## config.mk

```make
export PLATFORM = sky130hd
export DESIGN_NAME = vid_timing_gen
export DESIGN_NICKNAME = d
export VERILOG_FILES = /design/src/rtl/vtg_pkg.sv /design/src/rtl/vtg_line_div.sv /design/src/rtl/vtg_line_ctr.sv /design/src/rtl/vtg_audio_ctr.sv /design/src/rtl/vid_timing_gen.sv
export SDC_FILE = /design/constraint.sdc
export NUM_CORES = 1
export LEC_CHECK = 0
export BUFFER_PORTS_ARGS = -buffer_cell sky130_fd_sc_hd__buf_4
export CAP_MARGIN = 0
export CORE_UTILIZATION = 52
export CTS_BUF_LIST = sky130_fd_sc_hd__clkbuf_16
export DETAILED_ROUTE_END_ITERATION = 10
export GPL_ROUTABILITY_DRIVEN = 0
export PLACE_DENSITY = 0.85
export RECOVER_POWER = 50
export REMOVE_ABC_BUFFERS = 1
export SYNTH_ARGS = -nofsm -noshare
export SYNTH_HDL_FRONTEND = slang
export SYNTH_SLANG_ARGS = --single-unit
```

## constraint.sdc

```tcl
create_clock -name clk_i -period 1.94 [get_ports clk_i]
set_input_delay 0 -clock clk_i [delete_from_list [all_inputs] [get_ports clk_i]]
set_output_delay 0 -clock clk_i [all_outputs]
set_load 0.01 [all_outputs]
```

## src/rtl/vtg_pkg.sv

```systemverilog
package vtg_pkg;
  typedef enum logic {STD_60 = 1'b0, STD_50 = 1'b1} vtg_std_e;

  localparam int RATE_60  = 60;
  localparam int RATE_50  = 50;
  localparam int LINES_60 = 263;
  localparam int LINES_50 = 313;
  localparam int VBL_60   = 240;
  localparam int VBL_50   = 256;
  localparam int LINE_W   = $clog2(LINES_50);
endpackage

```

## src/rtl/vtg_line_div.sv

```systemverilog
module vtg_line_div
  import vtg_pkg::*;
#(
  parameter int DIV_60 = 2146,
  parameter int DIV_50 = 2164,
  parameter int CNT_W  = 12
) (
  input  logic     clk_i,
  input  logic     rst_ni,
  input  vtg_std_e std_i,
  output logic     tick_o
);
  logic [CNT_W-1:0] div_q;
  logic [CNT_W-1:0] div_max;

  always_comb begin
    div_max = (std_i == STD_50) ? CNT_W'(DIV_50 - 1) : CNT_W'(DIV_60 - 1);
    tick_o  = (div_q >= div_max);
  end

  always_ff @(posedge clk_i or negedge rst_ni) begin
    if (!rst_ni)     div_q <= '0;
    else if (tick_o) div_q <= '0;
    else             div_q <= div_q + 1'b1;
  end
endmodule

```

## src/rtl/vtg_line_ctr.sv

```systemverilog
module vtg_line_ctr
  import vtg_pkg::*;
(
  input  logic              clk_i,
  input  logic              rst_ni,
  input  logic              tick_i,
  input  logic              std_sel_i,
  output logic [LINE_W-1:0] line_o,
  output vtg_std_e          std_o,
  output logic              wrap_o,
  output logic              vblank_stb_o,
  output logic              frame_stb_o
);
  logic [LINE_W-1:0] line_q, line_nxt, last_line, vbl_line;
  vtg_std_e          std_q;
  logic              vbl_q, frame_q;

  always_comb begin
    last_line = (std_q == STD_50) ? LINE_W'(LINES_50 - 1) : LINE_W'(LINES_60 - 1);
    vbl_line  = (std_q == STD_50) ? LINE_W'(VBL_50) : LINE_W'(VBL_60);
    line_nxt  = line_q + 1'b1;
    wrap_o    = tick_i && (line_q == last_line);
  end

  always_ff @(posedge clk_i or negedge rst_ni) begin
    if (!rst_ni) begin
      line_q  <= '0;
      std_q   <= STD_60;
      vbl_q   <= 1'b0;
      frame_q <= 1'b0;
    end else begin
      vbl_q   <= 1'b0;
      frame_q <= 1'b0;
      if (wrap_o) begin
        line_q  <= '0;
        std_q   <= vtg_std_e'(std_sel_i);
        frame_q <= 1'b1;
      end else if (tick_i) begin
        line_q <= line_nxt;
        vbl_q  <= (line_nxt == vbl_line);
      end
    end
  end

  assign line_o       = line_q;
  assign std_o        = std_q;
  assign vblank_stb_o = vbl_q;
  assign frame_stb_o  = frame_q;
endmodule

```

## src/rtl/vtg_audio_ctr.sv

```systemverilog
module vtg_audio_ctr #(
  parameter int AUD_LINES = 32
) (
  input  logic clk_i,
  input  logic rst_ni,
  input  logic tick_i,
  output logic stb_o
);
  localparam int AUD_W = (AUD_LINES > 1) ? $clog2(AUD_LINES) : 1;

  logic [AUD_W-1:0] aud_q;
  logic             stb_q;

  always_ff @(posedge clk_i or negedge rst_ni) begin
    if (!rst_ni) begin
      aud_q <= '0;
      stb_q <= 1'b0;
    end else begin
      stb_q <= 1'b0;
      if (tick_i) begin
        if (aud_q == AUD_W'(AUD_LINES - 1)) begin
          aud_q <= '0;
          stb_q <= 1'b1;
        end else begin
          aud_q <= aud_q + 1'b1;
        end
      end
    end
  end

  assign stb_o = stb_q;
endmodule

```

## src/rtl/vid_timing_gen.sv

```systemverilog
module vid_timing_gen
  import vtg_pkg::*;
#(
  parameter int CLK_HZ    = 33868800,
  parameter int AUD_LINES = 32
) (
  input  logic              clk_i,
  input  logic              rst_ni,
  input  logic              std_sel_i,
  input  logic              irq_ack_i,
  output logic              line_stb_o,
  output logic [LINE_W-1:0] line_num_o,
  output logic              vblank_stb_o,
  output logic              frame_stb_o,
  output logic              audio_stb_o,
  output logic              vsync_irq_o,
  output logic              std_o
);
  localparam int DIV_60  = CLK_HZ / (RATE_60 * LINES_60);
  localparam int DIV_50  = CLK_HZ / (RATE_50 * LINES_50);
  localparam int DIV_MAX = (DIV_60 > DIV_50) ? DIV_60 : DIV_50;
  localparam int CNT_W   = $clog2(DIV_MAX + 1);

  vtg_std_e std_act;
  logic     tick, wrap, irq_q;

  vtg_line_div #(.DIV_60(DIV_60), .DIV_50(DIV_50), .CNT_W(CNT_W)) i_div (
    .clk_i  (clk_i),
    .rst_ni (rst_ni),
    .std_i  (std_act),
    .tick_o (tick)
  );

  vtg_line_ctr i_line (
    .clk_i        (clk_i),
    .rst_ni       (rst_ni),
    .tick_i       (tick),
    .std_sel_i    (std_sel_i),
    .line_o       (line_num_o),
    .std_o        (std_act),
    .wrap_o       (wrap),
    .vblank_stb_o (vblank_stb_o),
    .frame_stb_o  (frame_stb_o)
  );

  vtg_audio_ctr #(.AUD_LINES(AUD_LINES)) i_aud (
    .clk_i  (clk_i),
    .rst_ni (rst_ni),
    .tick_i (tick),
    .stb_o  (audio_stb_o)
  );

  // set beats acknowledge
  always_ff @(posedge clk_i or negedge rst_ni) begin
    if (!rst_ni)        irq_q <= 1'b0;
    else if (wrap)      irq_q <= 1'b1;
    else if (irq_ack_i) irq_q <= 1'b0;
  end

  assign line_stb_o  = tick;
  assign vsync_irq_o = irq_q;
  assign std_o       = std_act;
endmodule

```

==> summary.md <==
| Metric | Value |
|---|---|
| GRT overflow | 0 |
| Failing checks | negative setup slack |
| Buffers added on ports | 18 |
| Yosys Warn Count | 0 |
| Area grow syn2layout | 34.1% |
| Netlist cell types | 39 |
| Syn avg cell area | 9.84 um2 |
| 1st-pass router iterations | 4 |
| Maxcap violations | 0 |
| FF+latch count, synth | 31 |
| Critical path launch point type | flop |
| Htree depth | 2 |
| Seq/Total Area, Yosys | 46.1% |
| Sw Ratio | 18.7% |
| Finish-stage setup viols | 13 |
| Worst slew margin | 48.6% |
| Die area | 0.00347 mm2 |
| Starting Density | 55.1% |
| Worst R2R Start | i_line.std_o$_DFFE_PN0P_ |
| Core area | 0.00305 mm2 |
| Initial antenna violation count | 0 |
| Wire per inst | 15.8 um |
| Crit Path Class | reg -> reg |
| Clk buf depth | 2 |
| Tmin final | 2.05 ns |
| Post-place setup slack | -0.176 ns |
| Final period utilization | 106% |
| Starting DRC count in detailed routing | 87 |
| Commonest non-fill, non-tap cell in the layout | buf_4 |
| Clk sinks | 31 |
| Via count | 1469 |
| Worst Setup End Kind | flop |
| Most used DFF post-synth | dfrtp_1 |
| Die W | 58.9 um |
| Crit path from | i_line.std_o$_DFFE_PN0P_ |
| Crit path DAT | 2.20 ns |
| Vias per cell | 5.69 |
| Setup TNS | -0.703 ns |
| Vias in the first global route | 1493 |
| DRC | 0 |
| Max-slew violations | 0 |
| Post-synth EDFFs | 0 |
| Tightest Pin Transition | 0.771 ns |
| Status | complete, but fails checks |
| Power Total | 1.56 mW |
| Post-Route WL | 4090 um |
| Die Span Y | 58.9 um |
| Commonest non-fill, non-tap cells in the layout | buf_4 (32), dfrtp_1 (31), nand2_1 (18), o21ai_0 (11), nand3_1 (10) |
| First-pass GRT wire length | 6930 um |
| Max Fanout on Critical Path | 8 |
| Internal power | 1.27 mW |
| RSZ-0062 raised after global routing | true |
| Fin nets | 224 |
| Ratio of cells with drive above 1 in the final layout | 30.4% |
| Top Ports | 19 |
| Switch Pwr | 291 uW |
| Clock transition at the registers of the reported paths | 0.05 ns |
| Critical Path RT | 2.09 ns |
| Async S/R FF share, synth | 100% |
| Antenna-violating nets left | 0 |
| GR Util met3 | 10.3% |
| Max rail drop VDD | 0.544 mV |
| Post-DP HPWL | 2570 um |
| Fillers | 219 |
| GRT Util Overall | 28.6% |
| Final setup margin | -0.111 ns |
| Met2 usage | 48.4% |
| Seq pwr share | 41.8% |
| Synth Cell Area | 0.00168 mm2 |
| GRT busiest layer | met2 |
| Core Rows | 20 |
| Pwr Density | 690 mW/mm2 |
| CTS Buf Count | 5 |
| Leak Pwr | 1.12 nW |
| Share of total power in the clock network | 55.5% |
| Comb power frac | 2.8% |
| Fin Clk Skew | 0.00281 ns |
| Synthesized instance count | 171 |
| Met1 Use GR | 30.6% |
| CTS tree | done |
| Diodes inserted | 0 |
| Clock Latency Late Sink | 0.28 ns |
| Hold Crit Class | in -> async |
| Largest net degree at the start of global routing | 32 |
| Max Fclk | 487 MHz |
| Final Hold Vio Count | 0 |
| Root Buffer | clkbuf_16 |
[path summary, 6_finish.rpt]
kind | endpoint | slack, ns | depth (start not counted)
min in group clk_i | i_aud.aud_q[4]$_DFFE_PN0N_ | 0.49 | 2
worst max register to register | i_aud.aud_q[3]$_DFFE_PN0N_ | -0.11 | 8
worst min register to register | i_aud.aud_q[4]$_DFFE_PN0N_ | 0.49 | 2
worst min-delay path | i_line.frame_stb_o$_DFF_PN0_ | 0.33 | 2
max in group asynchronous | i_aud.aud_q[4]$_DFFE_PN0N_ | 1.12 | 2
worst max-delay path | i_aud.aud_q[3]$_DFFE_PN0N_ | -0.11 | 8
[flip-flops by register name, summed over array words and instances, names as in the netlist]
| signal | flops |
|---|---|
| i_line.line_o | 9 |
| vsync_irq_o | 1 |
| i_aud.aud_q | 5 |
| i_aud.stb_o | 1 |
| i_line.std_o | 1 |
| i_div.div_q | 12 |
| i_line.vblank_stb_o | 1 |
| i_line.frame_stb_o | 1 |
[area by class of cell]
cell class / instances / area [um2] / share of cell area, %
clock buffers: 5 / 125 / 5.55
multi-input cells: 126 / 886 / 39.3
well taps: 44 / 55.1 / 2.44
clock inverters: 3 / 38.8 / 1.72
repair buffers: 42 / 347 / 15.4
flip-flops and latches: 31 / 776 / 34.4
inverters: 7 / 28.8 / 1.28
[power by group through the flow]
stage | Sequential [mW] | Combinational (mW) | Clock (mW)
after CTS | 0.649 | 0.0403 | 0.884
after global routing | 0.649 | 0.0474 | 0.919
after detailed placement | 0.660 | 0.0342 | 0
after floorplan | 0.661 | 0.00836 | 0
final | 0.650 | 0.0432 | 0.863
after global placement | 0.660 | 0.0332 | 0
[synth_stat cells, drive strengths merged (5+ instances only)]
cell type,instances,area (um2)
dfrtp,31,776
xnor2,5,43.8
nor2,13,48.8
ha,7,87.6
nand3,10,50.1
xor2,8,70.1
nor2b,5,31.3
a21oi,6,41.3
nand2,19,73.8
o21ai,14,70.1
a22o,5,43.8
inv,7,26.3
[worst max-delay path, stage by stage, from the launching register on]
cell,delay [ns]
dfrtp_1,0.36
inv_2,0.05
ha_1,0.29
a2111o_1,0.40
a21oi_2,0.18
o21a_4,0.17
buf_6,0.13
nor4_1,0.07
a221o_1,0.28
[cells by family after synthesis]
kind of cell / synth area share, %
DFF: 46.1
AOI/OAI and AO/OA: 13.5
and+or+nand+nor: 22.6
xor gates and xnor gates: 6.77
muxes: 0.892
adders and majority gates: 5.20
buffers and inverters: 4.91
[per-layer routing]
layer	vias up	share of wire, %
met3	13	5.1
met1	714	38
met4	0	2.8
met2	59	54
met5	-	0
li1	683	-
[stage by stage]
step                      instance area (um2)  instances  utilization [%]  hold WS [ns]
final                                    2260        258             73.9         0.333
after global routing                     2260        258             73.9         0.406
after CTS                                2170        255             71.1         0.202
after detailed placement                 1940        242             63.4       -0.0451
after global placement                   1940        242             63.4       -0.0513
after floorplan                          1630        164                -        -0.296
[repair_timing]
| action | 4_1_cts | 5_1_grt |
|---|---|---|
| hold buffers | 3 | 0 |
| gates resized for setup | 11 | 18 |
| endpoints found under the hold margin | 33 | 0 |
| setup buffers | 2 | 3 |
| endpoints found under the setup margin | 27 | 24 |
| pin swaps | 4 | 7 |
Note: power is estimated with default switching activity, not from simulation.
